--- config.mk ---
export PLATFORM = sky130hd
export DESIGN_NAME = remote_code_qualifier
export DESIGN_NICKNAME = d
export VERILOG_FILES = /design/src/rtl/rcq_pkg.sv /design/src/rtl/rcq_bit_matcher.sv /design/src/rtl/rcq_gap_timer.sv /design/src/rtl/rcq_run_tracker.sv /design/src/rtl/remote_code_qualifier.sv
export SDC_FILE = /design/constraint.sdc
export NUM_CORES = 1
export LEC_CHECK = 0
export ABC_AREA = 0
export CORE_MARGIN = 5
export CORE_UTILIZATION = 29
export CTS_CLUSTER_SIZE = 8
export DETAILED_ROUTE_END_ITERATION = 8
export MAX_ROUTING_LAYER = met4
export SLEW_MARGIN = 40
export SYNTH_ARGS = -nofsm -noshare
export SYNTH_HDL_FRONTEND = slang
export SYNTH_HIERARCHICAL = 1
export SYNTH_SLANG_ARGS = --single-unit
--- constraint.sdc ---
create_clock -name clk -period 1.7 [get_ports clk]
set_input_delay 0.51 -clock clk [delete_from_list [all_inputs] [get_ports clk]]
set_output_delay 0.51 -clock clk [all_outputs]
set_load 0.02 [all_outputs]
--- src/rtl/rcq_pkg.sv ---
package rcq_pkg;

    localparam int unsigned ADDR_BITS   = 12;
    localparam int unsigned SHORT_GAP   = 64;
    localparam int unsigned LONG_GAP    = 128;
    localparam int unsigned RUN_TARGET  = 4;

    // Width needed to hold the values 0..n
    function automatic int unsigned span_bits(input int unsigned n);
        return (n < 2) ? 1 : $clog2(n + 1);
    endfunction

    localparam int unsigned POS_W = span_bits(ADDR_BITS);
    localparam int unsigned GAP_W = span_bits(LONG_GAP);
    localparam int unsigned RUN_W = span_bits(RUN_TARGET);

    typedef struct packed {
        logic [POS_W-1:0] pos;
        logic             spoiled;
    } match_state_t;

    typedef struct packed {
        logic [RUN_W-1:0] count;
        logic             locked;
    } run_state_t;

endpackage

--- src/rtl/rcq_bit_matcher.sv ---
module rcq_bit_matcher
    import rcq_pkg::*;
#(
    parameter int unsigned N_BITS = ADDR_BITS
) (
    input  logic              clk,
    input  logic              rst,
    input  logic              word_start,
    input  logic              bit_strobe,
    input  logic              bit_data,
    input  logic [N_BITS-1:0] local_code,
    output logic              word_ok
);
    localparam int unsigned PW = span_bits(N_BITS);
    localparam logic [PW-1:0] LAST_POS = PW'(N_BITS - 1);
    localparam logic [PW-1:0] DONE_POS = PW'(N_BITS);

    logic [PW-1:0] pos_q;
    logic          spoiled_q;
    logic          ok_q;
    logic          bit_agrees;

    always_comb begin
        bit_agrees = 1'b0;
        for (int i = 0; i < int'(N_BITS); i++) begin
            if (pos_q == PW'(i)) bit_agrees = (bit_data == local_code[i]);
        end
    end

    always_ff @(posedge clk) begin
        if (rst) begin
            pos_q     <= '0;
            spoiled_q <= 1'b0;
            ok_q      <= 1'b0;
        end else begin
            ok_q <= 1'b0;
            if (word_start) begin
                pos_q     <= '0;
                spoiled_q <= 1'b0;
            end else if (bit_strobe && pos_q != DONE_POS) begin
                pos_q <= pos_q + 1'b1;
                if (!bit_agrees) begin
                    spoiled_q <= 1'b1;
                end else if (pos_q == LAST_POS && !spoiled_q) begin
                    ok_q <= 1'b1;
                end
            end
        end
    end

    assign word_ok = ok_q;

    assert_single_valid_R2: assert property (@(posedge clk) disable iff (rst)
        ok_q |=> !ok_q);

    assert_spoiled_no_valid_R3: assert property (@(posedge clk) disable iff (rst)
        (spoiled_q && !word_start) |=> !ok_q);

    assert_pos_bounded_R4: assert property (@(posedge clk) disable iff (rst)
        pos_q <= DONE_POS);

    assert_valid_after_last_R2: assert property (@(posedge clk) disable iff (rst)
        ok_q |-> pos_q == DONE_POS);

endmodule

--- src/rtl/rcq_gap_timer.sv ---
module rcq_gap_timer
    import rcq_pkg::*;
#(
    parameter int unsigned SHORT_TICKS = SHORT_GAP,
    parameter int unsigned LONG_TICKS  = LONG_GAP
) (
    input  logic clk,
    input  logic rst,
    input  logic tick,
    input  logic restart,
    input  logic armed,
    input  logic wide,
    output logic expired
);
    localparam int unsigned CW = span_bits(LONG_TICKS);
    localparam logic [CW-1:0] SHORT_END = CW'(SHORT_TICKS - 1);
    localparam logic [CW-1:0] LONG_END  = CW'(LONG_TICKS - 1);

    logic [CW-1:0] ticks_q;
    logic          expired_q;
    logic [CW-1:0] end_val;

    assign end_val = wide ? LONG_END : SHORT_END;

    always_ff @(posedge clk) begin
        if (rst) begin
            ticks_q   <= '0;
            expired_q <= 1'b0;
        end else begin
            expired_q <= 1'b0;
            if (restart || !armed) begin
                ticks_q <= '0;
            end else if (tick) begin
                if (ticks_q == end_val) begin
                    ticks_q   <= '0;
                    expired_q <= 1'b1;
                end else begin
                    ticks_q <= ticks_q + 1'b1;
                end
            end
        end
    end

    assign expired = expired_q;

    assert_single_timeout_R6: assert property (@(posedge clk) disable iff (rst)
        expired_q |=> !expired_q);

    assert_idle_no_timeout_R9: assert property (@(posedge clk) disable iff (rst)
        !armed |=> !expired_q);

    assert_restart_clears_R10: assert property (@(posedge clk) disable iff (rst)
        restart |=> (ticks_q == '0 && !expired_q));

    assert_count_in_window_R7: assert property (@(posedge clk) disable iff (rst)
        ticks_q <= LONG_END);

endmodule

--- src/rtl/rcq_run_tracker.sv ---
module rcq_run_tracker
    import rcq_pkg::*;
#(
    parameter int unsigned RUN_LEN = RUN_TARGET
) (
    input  logic clk,
    input  logic rst,
    input  logic word_ok,
    input  logic expired,
    output logic armed,
    output logic locked
);
    localparam int unsigned RW = span_bits(RUN_LEN);
    localparam logic [RW-1:0] FULL     = RW'(RUN_LEN);
    localparam logic [RW-1:0] PRE_FULL = RW'(RUN_LEN - 1);

    logic [RW-1:0] count_q;
    logic          locked_q;

    always_ff @(posedge clk) begin
        if (rst) begin
            count_q  <= '0;
            locked_q <= 1'b0;
        end else if (expired) begin
            count_q  <= word_ok ? RW'(1) : '0;
            locked_q <= 1'b0;
        end else if (word_ok) begin
            if (count_q != FULL) count_q <= count_q + 1'b1;
            if (count_q == PRE_FULL) locked_q <= 1'b1;
        end
    end

    assign armed  = (count_q != '0);
    assign locked = locked_q;

    assert_lock_on_fourth_R5: assert property (@(posedge clk) disable iff (rst)
        $rose(locked_q) |-> ($past(word_ok) && $past(count_q) == PRE_FULL));

    assert_expiry_drops_R8: assert property (@(posedge clk) disable iff (rst)
        (expired && !word_ok) |=> (count_q == '0 && !locked_q));

    assert_count_bounded_R5: assert property (@(posedge clk) disable iff (rst)
        count_q <= FULL);

    assert_lock_only_full_R7: assert property (@(posedge clk) disable iff (rst)
        locked_q |-> count_q == FULL);

endmodule

--- src/rtl/remote_code_qualifier.sv ---
module remote_code_qualifier
    import rcq_pkg::*;
#(
    parameter int unsigned N_BITS      = ADDR_BITS,
    parameter int unsigned SHORT_TICKS = SHORT_GAP,
    parameter int unsigned LONG_TICKS  = LONG_GAP,
    parameter int unsigned RUN_LEN     = RUN_TARGET
) (
    input  logic              clk,
    input  logic              rst,
    input  logic              ms_tick,
    input  logic              word_start,
    input  logic              bit_strobe,
    input  logic              bit_data,
    input  logic [N_BITS-1:0] local_code,
    output logic              valid_pulse,
    output logic              timeout_pulse,
    output logic              detect_n
);
    logic word_ok;
    logic expired;
    logic armed;
    logic locked;

    rcq_bit_matcher #(.N_BITS(N_BITS)) u_matcher (
        .clk        (clk),
        .rst        (rst),
        .word_start (word_start),
        .bit_strobe (bit_strobe),
        .bit_data   (bit_data),
        .local_code (local_code),
        .word_ok    (word_ok)
    );

    rcq_gap_timer #(.SHORT_TICKS(SHORT_TICKS), .LONG_TICKS(LONG_TICKS)) u_timer (
        .clk     (clk),
        .rst     (rst),
        .tick    (ms_tick),
        .restart (word_ok),
        .armed   (armed),
        .wide    (locked),
        .expired (expired)
    );

    rcq_run_tracker #(.RUN_LEN(RUN_LEN)) u_tracker (
        .clk     (clk),
        .rst     (rst),
        .word_ok (word_ok),
        .expired (expired),
        .armed   (armed),
        .locked  (locked)
    );

    assign valid_pulse   = word_ok;
    assign timeout_pulse = expired;
    assign detect_n      = !locked;

    assert_reset_outputs_R1: assert property (@(posedge clk)
        rst |=> (detect_n && !valid_pulse && !timeout_pulse));

endmodule

# ---- Yosys cells after proc, flatten, opt, wreduce, memory -nomap -nowiden
# Index checks and enable logic that the tools add are counted.
dict set report op_classes {
  n_eq_ne 27
  bitwise 3
  reduce_logical 18
  n_mux 20
  addsub 3
}
# operator n
set op_table {}
lappend op_table {{equality test 4 x 3 -> 1 bit (second input constant)} 4}
lappend op_table {{equality test 4 bit (second input constant)} 4}
lappend op_table {{2-to-1 mux 1 bit} 15}
lappend op_table {{equality test 1 bit} 12}
lappend op_table {{2-to-1 mux 3 bit} 3}
lappend op_table {{adder 8 x 1 -> 8 bit (second input constant)} 1}
lappend op_table {{equality test 4 x 2 -> 1 bit (second input constant)} 2}
lappend op_table {{equality test 8 bit} 1}
lappend op_table {{2-to-1 mux 8 bit} 1}
lappend op_table {{2-to-1 mux 7 bit} 1}
lappend op_table {{AND reduction 2 bit} 3}
lappend op_table {{OR reduction 2 bit} 3}
lappend op_table {{adder 4 x 1 -> 4 bit (second input constant)} 1}
lappend op_table {{equality test 4 x 1 -> 1 bit (second input constant)} 1}
lappend op_table {{zero test 4 bit} 1}
lappend op_table {{!= test 4 bit (second input constant)} 1}
lappend op_table {{nonzero test 2 bit} 2}
lappend op_table {{OR reduction 4 bit} 1}
lappend op_table {{adder 3 x 1 -> 3 bit (second input constant)} 1}
lappend op_table {{equality test 3 x 2 -> 1 bit (second input constant)} 1}
lappend op_table {{zero test 1 bit} 3}
lappend op_table {{!= test 3 bit (second input constant)} 1}
lappend op_table {{inverter 1 bit} 3}
lappend op_table {{nonzero test 3 bit} 1}
lappend op_table {{3 further kinds} 4}
dict set report totals {
  word_cells 78
  out_inout_bits 3
  in_bits 18
  regBits 19
}

# ---- Depth between registers and ports, before layout
# Gate-level depths: netlist (run 1).
dict set report depth {
  depth_word 15
  mapped_depth 7
  ltp_nobuf 7
}

# ---- Modules after synthesis
# Netlist (run 1), hierarchy kept.
# mod seq_area_each_um2 cells_per_inst area_per_inst_um2 n_inst
set by_module_without_submodules {}
lappend by_module_without_submodules {rcq_bit_matcher 120.1 72 586.8 1}
lappend by_module_without_submodules {rcq_gap_timer 180.2 47 426.7 1}
lappend by_module_without_submodules {rcq_run_tracker 80.1 21 214.0 1}
lappend by_module_without_submodules {remote_code_qualifier 0.0 1 3.8 1}

# ---- Least setup slack after synthesis (run 1)
# No wires, ideal clock.
dict set report synth_path {
  kind {flip-flop to flip-flop}
  from {register u_matcher.pos_q[0]}
  to {register u_matcher.spoiled_q}
  t_arrival_ns 1.723
  t_required_ns 1.573
  setup_time_ns 0.127
  synth_period_minus_slack_ns 1.850
  n_path_buf 0
  slack_ns -0.150
  stages_incl_launch_ff 8
  path_cell_list {dfxtp_1 > inv_1 > ha_1 > or3b_2 > a32oi_1 > o31ai_1 > a21oi_1 > o22ai_2}
}
dict set report synth_between {
  elab_chain_len 15
}
# item line_no
set synth_rtl {}
lappend synth_rtl {{from (decl)} rcq_bit_matcher.sv:18} ;# logic [PW-1:0] pos_q;
lappend synth_rtl {{from (signal assigned)} rcq_bit_matcher.sv:41} ;# pos_q <= pos_q + 1'b1;
lappend synth_rtl {{zero test 4 bit} rcq_bit_matcher.sv:26} ;# if (pos_q == PW'(i)) bit_agrees = (bit_data == local_code[i]);
lappend synth_rtl {{2-to-1 mux 1 bit (12 in a row)} rcq_bit_matcher.sv:26}
lappend synth_rtl {{inverter 1 bit (no source line)} -}
lappend synth_rtl {{AND reduction 2 bit (no source line) (*)} -}
lappend synth_rtl {{to (signal assigned)} rcq_bit_matcher.sv:33} ;# spoiled_q <= 1'b0;
lappend synth_rtl {{to (signal assigned)} rcq_bit_matcher.sv:39} ;# spoiled_q <= 1'b0;
lappend synth_rtl {{to (signal assigned)} rcq_bit_matcher.sv:43} ;# spoiled_q <= 1'b1;
lappend synth_rtl {{to (decl)} rcq_bit_matcher.sv:19} ;# logic spoiled_q;
# Every way passes the cells marked *; elsewhere a longest branch is shown, timed or not.
# A chain may end at the register's enable or synchronous reset.

# ---- Worst setup path in the final report (run 1)
dict set report layout_path {
  from {register u_matcher.pos_q[1]}
  to {register u_matcher.spoiled_q}
}
# The elaborated chain is that of the path after synthesis.

==> results by stage, run 1 <==
Timing:
- The final critical-path required period is around 1.7 ns.
- After layout, the worst path uses 100% of the clock period.
- For the pin with the worst max-slew slack, the measured transition is roughly 0.27 ns.
- The final critical-path setup slack is -0.00129 ns.
- The setup clock skew after layout is between 0.0015 and 0.002 ns.
- The number of endpoints with negative hold slack in the final report is 0.
- Setup repair after global routing could not meet its margin everywhere.
- The final-report max-slew violation count is 0.
- The number of setup violations in the final report is 1.
- The highest clock frequency the design can meet is between 500 and 600 MHz.
- The total negative setup slack is -0.00129 ns.
- The worst slew margin relative to its limit is 81.5%.

Clock tree:
- TritonCTS built the clock tree.
- The number of hold-repair buffers added at the cts stage is 0.
- The root buffer cell chosen for the clock tree is sky130_fd_sc_hd__clkbuf_8.
- The clock slew at the register clock pins of the worst setup and hold paths is about 0.070 ns.
- CTS saw 19 sinks.
- The count of H-tree levels built during CTS is 1.
- In this run, CTS created clock tree buffers numbering 3.
- The number of buffers on the longest clock path is 2.
- The clock network latency to the later pin of the worst-skew pair is around 0.25 ns.

Cells and area:
- From synthesis to final layout, the design area changed by 43.8%.
- With fillers left out, the area of the finished cells amounts to about 0.0018 mm2.
- Registers take between 300 and 400 um2.
- The library cells used most frequently in the layout, excluding fill and tap cells, are sky130_fd_sc_hd__buf_4 (20), sky130_fd_sc_hd__dfxtp_1 (17), sky130_fd_sc_hd__clkdlybuf4s50_1 (12), sky130_fd_sc_hd__xor2_1 (12).
- In the final design database the tool counted 210 nets.
- Leaving out filler cells and counting taps, the final layout contains ~230.
- The multi-input combinational cell area is ~870 um2.
- The library cell used most frequently in the layout, excluding fill and tap cells, is sky130_fd_sc_hd__buf_4.
- The fill cell instance count of the final layout is about 390.
- In the final layout, the share of cells above drive strength 1 is a little over a quarter.
- 0 antenna diodes ended up in the layout.

Floorplan:
- The total area inside the core boundary comes to 0.00406 mm2.
- The die is about 75 um tall.
- The floorplan step defined a die boundary enclosing between 0.005 and 0.006 mm2.
- The die outline width is 75.2 um.
- During I/O placement, the number of pins put on the boundary was 21.
- The number of standard-cell rows in the floorplan is 23.
- The initial core utilization is a little under a third.

Setup path:
- The category of the worst setup path capture point is a flip-flop.
- In this run the critical register-to-register path is launched from u_matcher/pos_q[1].
- The maximum fanout count along the critical path is 5.
- The startpoint type of the worst setup path is a flip-flop.
- The type of the setup path with the least slack is reg -> reg.
- For this run, the slowest stage of the critical path takes about 0.37 ns.
- The required time at the worst-slack endpoint is around 1.9 ns.
- In this run the critical register-to-register path is captured at u_matcher/spoiled_q.
- The critical path goes through inv_2, ha_4, buf_6, a21o_1, a221o_1, a311o_1, o22ai_2.
- The worst reg-to-reg setup slack is -0.001 ns.
- The arrival time of data at the critical path endpoint is 1.89 ns.
- The number of cells traversed by the worst register-to-register path is 7.
- The cell with the biggest individual delay on the critical path is sky130_fd_sc_hd__dfxtp_4.

Placed design:
- Input and output buffers added on the ports amount to 20.
- The cell area reported after detailed placement is about 0.0017 mm2.
- The HPWL reported at the end of detailed placement is 2.18 mm.
- Routability-driven placement finished with a final weighted congestion of a little over 0.8.
- In this run, placement finished with an instance count of between 200 and 250.

Flow run:
- Across the run, the number of max-cap violations was 0.

Logic synthesis:
- The post-synth net total is about 170.
- The count of different cell masters after synthesis is 47.
- The number of storage elements in the synthesis netlist is 19.
- Ranked by total cell area, the synthesized netlist is headed by sky130_fd_sc_hd__dfxtp_1 (31%), sky130_fd_sc_hd__xor2_1 (8.5%), sky130_fd_sc_hd__ha_1 (8.1%).
- The sequential element share of the synthesized area is 30.9%.
- The synthesized design devotes to its leading area cell type between 30% and 40% of total area.
- The number of enable flip-flop cells after synthesis is 0.
- The Yosys step of the flow raised 6 warnings.
- The gate count of the mapped netlist is around 140.
- The largest area contributor in the netlist is sky130_fd_sc_hd__dfxtp_1.
- The leading register cell type out of synthesis is sky130_fd_sc_hd__dfxtp_1.
- The average footprint of a synthesized cell is approximately 8.7 um2.
- The cell area after synthesis is between 0.001 and 0.0015 mm2.
- After synthesis, the share of flip-flops with an asynchronous set or reset is 0%.

Min path:
- The launch point of the worst hold path is u_matcher/spoiled_q.
- The cell depth of the worst min-delay path is 2.
- The worst-case hold path end point is u_matcher/spoiled_q.
- In this run the worst hold path is classified as reg -> reg.

Route:
- The first detailed-routing pass ran for 4 iterations.
- After detailed routing, the total wire length is around 2.8 mm.
- The first-iteration detailed-routing DRC count is 25.
- The count of nets left with antenna violations once routing finished came out at 0.
- After detailed routing, the average wire length per cell comes to ~12 um.
- After detailed routing, the number of remaining DRC violations is 0.
- The vias per cell is slightly below 5.
- Detailed routing inserted a total of approximately 1100 vias.

GRT:
- For this run, the total global-route usage over all layers was measured as a little over a tenth.
- The largest net degree at the start of global routing is 11.
- The total overflow reported by the global router is 0.
- The number of global-route vias before repair came to about 1200.
- The initial antenna violation count is 0.
- The wire length of the first global-routing pass is 4.74 mm.

Outcome:
- The checks that failed: negative setup slack.
- The run finished, with violations left.

Power and ir drop:
- Power spread over the standard cell area amounts to roughly 530 mW/mm2.
- Summed over all cells, the static leakage comes to just under 0.7 nW.
- The total power is roughly 930 uW.
- The peak supply drop is about 0.25 mV.
[routing by layer]
| metal | routed length [um] | part of all wire [%] | vias to the layer above | track usage, % |
|---|---|---|---|---|
| li1 | - | - | 583 | - |
| met3 | 132 | 4.7 | 2 | 1.34 |
| met2 | 1390 | 50 | 22 | 19.1 |
| met4 | 14 | 0.50 | 0 | 3.69 |
| met5 | 0 | 0 | - | - |
| met1 | 1250 | 45 | 521 | 12.6 |
[per-stage QoR]
stage          setup slack [ns]  utilization (%)  hold slack [ns]
6_report               -0.00129             43.6            0.491
5_1_grt                 -0.0911             43.6            0.524
4_1_cts                 -0.0286             42.5            0.494
3_5_place_dp             -0.550             40.9            0.483
3_3_place_gp             -0.527             40.9            0.478
2_1_floorplan            0.0138                -            0.469
[cell type report]
class / instances / area share (%)
multi-input cells: 109 / 49.0
flip-flops and latches: 19 / 21.9
repair buffers: 43 / 21.1
well taps: 50 / 3.53
clock buffers: 4 / 2.54
inverters: 8 / 1.84
[critical path: cells and delay by family, from the launching register on]
kind	cells	cell delay, ns
compound gates	4	0.94
flops	1	0.37
buf+inv	2	0.17
fa+ha+maj	1	0.15
[worst max path at each step]
stage | endpoint | start | slack (ns)
after global placement | u_matcher/word_ok | bit_data | -0.53
final | u_matcher/spoiled_q | u_matcher/pos_q[1] | -0.001
after CTS | u_matcher/spoiled_q | u_matcher/pos_q[0] | -0.03
after detailed placement | u_matcher/word_ok | bit_data | -0.55
after global routing | u_matcher/spoiled_q | u_matcher/pos_q[0] | -0.09
after floorplan | u_matcher/spoiled_q | u_matcher/pos_q[0] | 0.01
[state kept, by name, indices dropped and copies added, names as in the netlist]
register,flops
u_matcher/pos_q,4
u_matcher/spoiled_q,1
u_matcher/word_ok,1
u_timer/expired,1
u_timer/ticks_q,8
u_tracker/count_q,3
u_tracker/locked,1
[timing repair]
item / 4_1_cts / 5_1_grt
setup endpoints to repair: 5 / 2
gates resized for setup: 13 / 13
buffers inserted: 2 / 0
pin swaps: 10 / 8
endpoints found under the hold margin: 0 / 0
[where the power goes]
| group | internal [mW] | switching (mW) | leakage [nW] |
|---|---|---|---|
| Sequential | 0.446 | 0.00367 | 0.155 |
| Combinational | 0.101 | 0.0635 | 0.500 |
| Clock | 0.166 | 0.150 | 0.0228 |
| Total | 0.713 | 0.217 | 0.678 |
[cell families (layout without fill, tap and decap cells)]
family	count (synthesis)	count (layout)	synth area share, %
AOI/OAI and AO/OA	31	31	19.2
muxes	2	2	1.63
DFF	19	19	30.9
adders and majority gates	8	8	8.13
buffers and inverters	13	55	4.37
and+or+nand+nor	51	51	23.7
xor gates and xnor gates	17	17	12.1
[cell usage after synthesis (2+ instances only)]
cell / number
sky130_fd_sc_hd__nor3_1: 2
sky130_fd_sc_hd__nor2b_1: 4
sky130_fd_sc_hd__a21oi_1: 9
sky130_fd_sc_hd__xnor2_1: 5
sky130_fd_sc_hd__ha_1: 8
sky130_fd_sc_hd__or3_1: 4
sky130_fd_sc_hd__o21ai_0: 3
sky130_fd_sc_hd__nand2b_1: 3
sky130_fd_sc_hd__mux2i_1: 2
sky130_fd_sc_hd__nor3b_1: 2
sky130_fd_sc_hd__o41ai_1: 2
sky130_fd_sc_hd__nand3_1: 3
sky130_fd_sc_hd__xor2_1: 12
sky130_fd_sc_hd__dfxtp_1: 19
sky130_fd_sc_hd__inv_1: 8
sky130_fd_sc_hd__and2_1: 2
sky130_fd_sc_hd__nor2_1: 9
sky130_fd_sc_hd__nand4_1: 3
sky130_fd_sc_hd__clkbuf_1: 3
sky130_fd_sc_hd__nand2_1: 9
sky130_fd_sc_hd__or3b_2: 2
sky130_fd_sc_hd__nand3b_1: 2
Power figures use the tool's default switching activity.
==> run 2, diff against run 1 <==
--- a/config.mk
+++ b/config.mk
@@ -6,6 +6,7 @@
 export NUM_CORES = 1
 export LEC_CHECK = 0
 export ABC_AREA = 0
+export CAP_MARGIN = 10
 export CORE_MARGIN = 5
 export CORE_UTILIZATION = 29
 export CTS_CLUSTER_SIZE = 8
@@ -14,5 +15,4 @@
 export SLEW_MARGIN = 40
 export SYNTH_ARGS = -nofsm -noshare
 export SYNTH_HDL_FRONTEND = slang
-export SYNTH_HIERARCHICAL = 1
 export SYNTH_SLANG_ARGS = --single-unit
==> results by stage, run 2 <==
Outcome:
- Status: finished, final reports clean (was complete, but fails checks).

Route:
- The total length of routed wires is 2.60 mm (was 2.79 mm).
- The number of remaining DRC errors is 0 (unchanged).
- The remaining antenna violation count is 0 (unchanged).
- The routed via count is 1042 (was 1128).
- The final routed wire length divided by cell count is 11.9 um (was 12.0 um).
- The first-iteration detailed-routing DRC count is 33 (was 25).
- The detailed-router iteration count before antenna repair was 4 (unchanged).
- The vias per cell was 4.76 (was 4.84).

Placed design:
- The number of port buffers came to 20 (unchanged).
- The final weighted congestion in routability-driven placement came to 0.868 (was 0.811).
- The cell area reported after detailed placement is 0.00151 mm2 (was 0.00166 mm2).
- The HPWL reported at the end of detailed placement is 2.01 mm (was 2.18 mm).

Cells and area:
- The number of nets in the final layout is 196 (was 210).
- The register with the highest flop count was u_timer.ticks_q (was u_timer/ticks_q).
- Biggest regs: u_timer.ticks_q (8), u_matcher.pos_q (4), u_tracker.count_q (3) (was u_timer/ticks_q (8), u_matcher/pos_q (4), u_tracker/count_q (3)).
- The core occupancy in the finished layout is 41.8% (was 43.6%).
- The signed area change from the synthesized netlist to the final layout is 40.6% (was 43.8%).
- The most common cell after layout, fill and taps aside is sky130_fd_sc_hd__dfxtp_1 (was sky130_fd_sc_hd__buf_4).
- The flip-flop count of the largest register after layout was 8 (unchanged).
- The count of inserted antenna diode cells was 0 (unchanged).
- The fill cell instance count of the final layout came to 393 (was 392).
- Commonest cells after routing, fill and taps aside: sky130_fd_sc_hd__dfxtp_1 (16), sky130_fd_sc_hd__nor2_1 (15), sky130_fd_sc_hd__buf_4 (13) (was sky130_fd_sc_hd__buf_4 (20), sky130_fd_sc_hd__dfxtp_1 (17), sky130_fd_sc_hd__clkdlybuf4s50_1 (12), sky130_fd_sc_hd__xor2_1 (12)).
- The ratio of cells with drive above 1 in the final layout was 23.1% (was 27.3%).
- The final design instance area without fill is 0.00166 mm2 (was 0.00177 mm2).

Logic synthesis:
- The number of warnings reported in the yosys synthesis log is 0 (was 6).
- Most frequent cells after synthesis: sky130_fd_sc_hd__dfxtp_1 (19), sky130_fd_sc_hd__nor2_1 (15), sky130_fd_sc_hd__inv_1 (10) (was sky130_fd_sc_hd__dfxtp_1 (19), sky130_fd_sc_hd__xor2_1 (12), sky130_fd_sc_hd__a21oi_1 (9), sky130_fd_sc_hd__nand2_1 (9), sky130_fd_sc_hd__nor2_1 (9)).
- The number of enable flip-flop cells after synthesis is 0 (unchanged).
- The number of storage elements in the synthesis netlist is 19 (unchanged).
- The count of different cell masters after synthesis is 34 (was 47).
- The sequential element share of the synthesized area is 32.2% (was 30.9%).
- The largest area contributor in the netlist is sky130_fd_sc_hd__dfxtp_1 (unchanged).
- The post-synth net total is 163 (was 167).
- The average footprint of a synthesized cell is 8.61 um2 (was 8.73 um2).
- Cells taking the most area after synthesis: sky130_fd_sc_hd__dfxtp_1 (32%), sky130_fd_sc_hd__ha_1 (8.5%), sky130_fd_sc_hd__xor2_1 (6.7%) (was sky130_fd_sc_hd__dfxtp_1 (31%), sky130_fd_sc_hd__xor2_1 (8.5%), sky130_fd_sc_hd__ha_1 (8.1%)).
- The leading register cell type out of synthesis is sky130_fd_sc_hd__dfxtp_1 (unchanged).
- The share of async-settable or async-resettable flops after synthesis is 0% (unchanged).
- The gate count of the mapped netlist was 137 (was 141).
- The top-area cell type share of the netlist area is 32.2% (was 30.9%).
- The most common cell in the netlist is sky130_fd_sc_hd__dfxtp_1 (unchanged).
- The cell area after synthesis is 0.00118 mm2 (was 0.00123 mm2).

Power and ir drop:
- The net switching fraction of the power came to 22.2% (was 23.3%).
- The ratio of total power to cell area is 536 mW/mm2 (was 526 mW/mm2).
- The peak supply drop is 0.253 mV (was 0.252 mV).
- The switching power of the nets was 198 uW (was 217 uW).
- The portion of total power attributed to sequential cells is 50.6% (was 48.3%).
- The internal power consumption came to 691 uW (was 713 uW).
- The part of the power in combinational logic is 15.2% (was 17.7%).
- The relative contribution of the clock network to total power was 34.2% (was 34.0%).
- The leakage power is 0.650 nW (was 0.678 nW).

Setup path:
- The arrival time of data at the critical path endpoint is 1.78 ns (was 1.89 ns).
- The type of the setup path with the least slack is in -> reg (was reg -> reg).
- The reg-to-reg critical path startpoint is u_matcher.pos_q[0] (was u_matcher/pos_q[1]).
- The worst reg-to-reg setup slack is 0.11 ns (was -0.001 ns).
- The number of cells traversed by the worst register-to-register path is 6 (was 7).
- The startpoint type of the worst setup path is an input port (was flip-flop).
- The category of the worst setup path capture point is a flip-flop (unchanged).
- The terminus of the critical flop-to-flop path is u_matcher.word_ok (was u_matcher/spoiled_q).
- The maximum fanout count along the critical path is 2 (was 5).
- The required time at the worst-slack endpoint came to 1.86 ns (was 1.89 ns).

Timing:
- The setup clock skew after layout is 0.00675 ns (was 0.00194 ns).
- The worst slew margin relative to its limit is 79.3% (was 81.5%).
- The number of endpoints with negative hold slack in the final report is 0 (unchanged).
- The final-report max-slew violation count is 0 (unchanged).
- The number of setup violations in the final report is 0 (was 1).
- The final critical-path required period came to 1.62 ns (was 1.70 ns).
- Setup repair after global routing missed its margin: true (unchanged).
- The highest clock frequency the design can meet came to 617 MHz (was 588 MHz).
- The slew of the pin with the lowest slew margin came to 0.307 ns (was 0.274 ns).
- The post-route fraction of the period consumed by the critical path is 95.3% (was 100%).

GRT:
- The initial antenna violation count is 0 (unchanged).
- The wire length of the first global-routing pass was 4.42 mm (was 4.74 mm).
- The largest net degree at the start of global routing was 11 (unchanged).
- The global routing usage summed across all routing layers is 10.2% (was 10.8%).
- The number of global-route vias before repair came to 1059 (was 1160).
- The total overflow reported by the global router came to 0 (unchanged).

Floorplan:
- The initial core utilization is 29.7% (was 30.3%).
- The die area is 0.00544 mm2 (was 0.00565 mm2).
- The top-level I/O count is 21 (unchanged).
- The number of standard-cell rows in the floorplan is 23 (unchanged).
- The chip height was 73.8 um (was 75.2 um).
- The area of the core region is 0.00397 mm2 (was 0.00406 mm2).
- The die outline width is 73.8 um (was 75.2 um).

Clock tree:
- The clock slew at the register clock pins of the worst setup and hold paths is 0.07 ns (about the same).
- The number of buffers on the longest clock path is 2 (unchanged).
- The clock network latency to the later pin of the worst-skew pair was 0.25 ns (about the same).
- The count of H-tree levels built during CTS is 1 (unchanged).
- The root cell of the clock tree was sky130_fd_sc_hd__clkbuf_8 (unchanged).
- The clock buffer count from CTS is 3 (unchanged).
- The TritonCTS clock tree was built (unchanged).
- The clock sink count came to 19 (unchanged).

Min path:
- The cell depth of the worst min-delay path is 1 (was 2).
- The worst-case hold path end point is u_matcher.word_ok (was u_matcher/spoiled_q).
- The classification of the worst-slack hold path is reg -> reg (unchanged).
- The launch point of the worst hold path is u_matcher.spoiled_q (was u_matcher/spoiled_q).

Flow run:
- The count of max-cap constraint violations is 0 (unchanged).
## run 2: cell types whose count changed in the layout (fill, tap and decap cells not counted), moves of 4 or more
cell and delta:
sky130_fd_sc_hd__nor3_1 +6, sky130_fd_sc_hd__nor2_1 +6, sky130_fd_sc_hd__or3_1 -4, sky130_fd_sc_hd__buf_4 -7
## run 2: how the worst max path moves through the flow
stage                             startpoint                   to  slack [ns]  cells past startpoint
after floorplan           u_matcher.pos_q[0]    u_matcher.word_ok        0.03                      8
after global placement              bit_data    u_matcher.word_ok       -0.41                      7
after detailed placement            bit_data    u_matcher.word_ok       -0.45                      7
after CTS                      local_code[9]  u_matcher.spoiled_q        0.03                      6
after global routing           local_code[8]    u_matcher.word_ok       -0.03                      6
final                          local_code[1]    u_matcher.word_ok        0.08                      6
## run 2: critical path: stages
cell and delay [ns]:
sky130_fd_sc_hd__clkdlybuf4s50_1 0.49, sky130_fd_sc_hd__and3b_1 0.17, sky130_fd_sc_hd__o32ai_1 0.07, sky130_fd_sc_hd__o211ai_1 0.19, sky130_fd_sc_hd__o22ai_2 0.10, sky130_fd_sc_hd__nor4_2 0.25
## run 2: cell families after synthesis
logic type	count (synthesis)	share of synthesized area [%]
buffers and inverters	15	6.04
AO/OA/AOI/OAI	22	12.9
AND/OR/NAND/NOR	49	21.7
adder cells (fa/ha/maj)	8	8.48
flip-flops	19	32.2
XOR/XNOR	17	12.6
multiplexers	7	5.94
## run 2: cell type report
type | count | area (um2) | area share, %
inverter | 10 | 37.5 | 2.26
clock buffer | 4 | 45.0 | 2.71
multi-input combinational | 103 | 827 | 49.8
sequential | 19 | 389 | 23.5
tap | 50 | 62.6 | 3.77
timing repair buffer | 33 | 298 | 17.9
## run 2: stage by stage
step | worst slack [ns] | instances | setup TNS [ns] | hold slack (ns) | power, mW
final | 0.0796 | 219 | 0 | 0.448 | 0.889
after global routing | -0.0312 | 219 | -0.0312 | 0.462 | 0.938
after CTS | 0.0271 | 219 | 0 | 0.445 | 0.890
after detailed placement | -0.449 | 215 | -1.04 | 0.433 | 0.583
after global placement | -0.410 | 215 | -0.951 | 0.425 | 0.580
after floorplan | 0.0326 | 137 | 0 | 0.411 | 0.520
## run 2: repair_timing
| item | CTS | global route |
|---|---|---|
| buffers inserted | 0 | 0 |
| hold buffers | 0 | 0 |
| pin swaps | 4 | 7 |
| gates resized for setup | 9 | 26 |
| cloned | 0 | 0 |
| endpoints found under the setup margin | 5 | 2 |
## run 2: power by group through the flow
stage,clock network (mW),registers (mW),logic (mW)
after CTS,0.313,0.450,0.127
after global routing,0.341,0.450,0.148
after global placement,0,0.460,0.120
final,0.304,0.450,0.135
after detailed placement,0,0.461,0.122
after floorplan,0,0.461,0.0595
## run 2: layer usage
layer,part of all wire (%),global-route usage [%],vias up
li1,-,-,537
met1,47,12.7,495
met2,49,17.7,8
met3,2.0,1.37,2
met4,1.0,1.81,0
met5,0,-,-
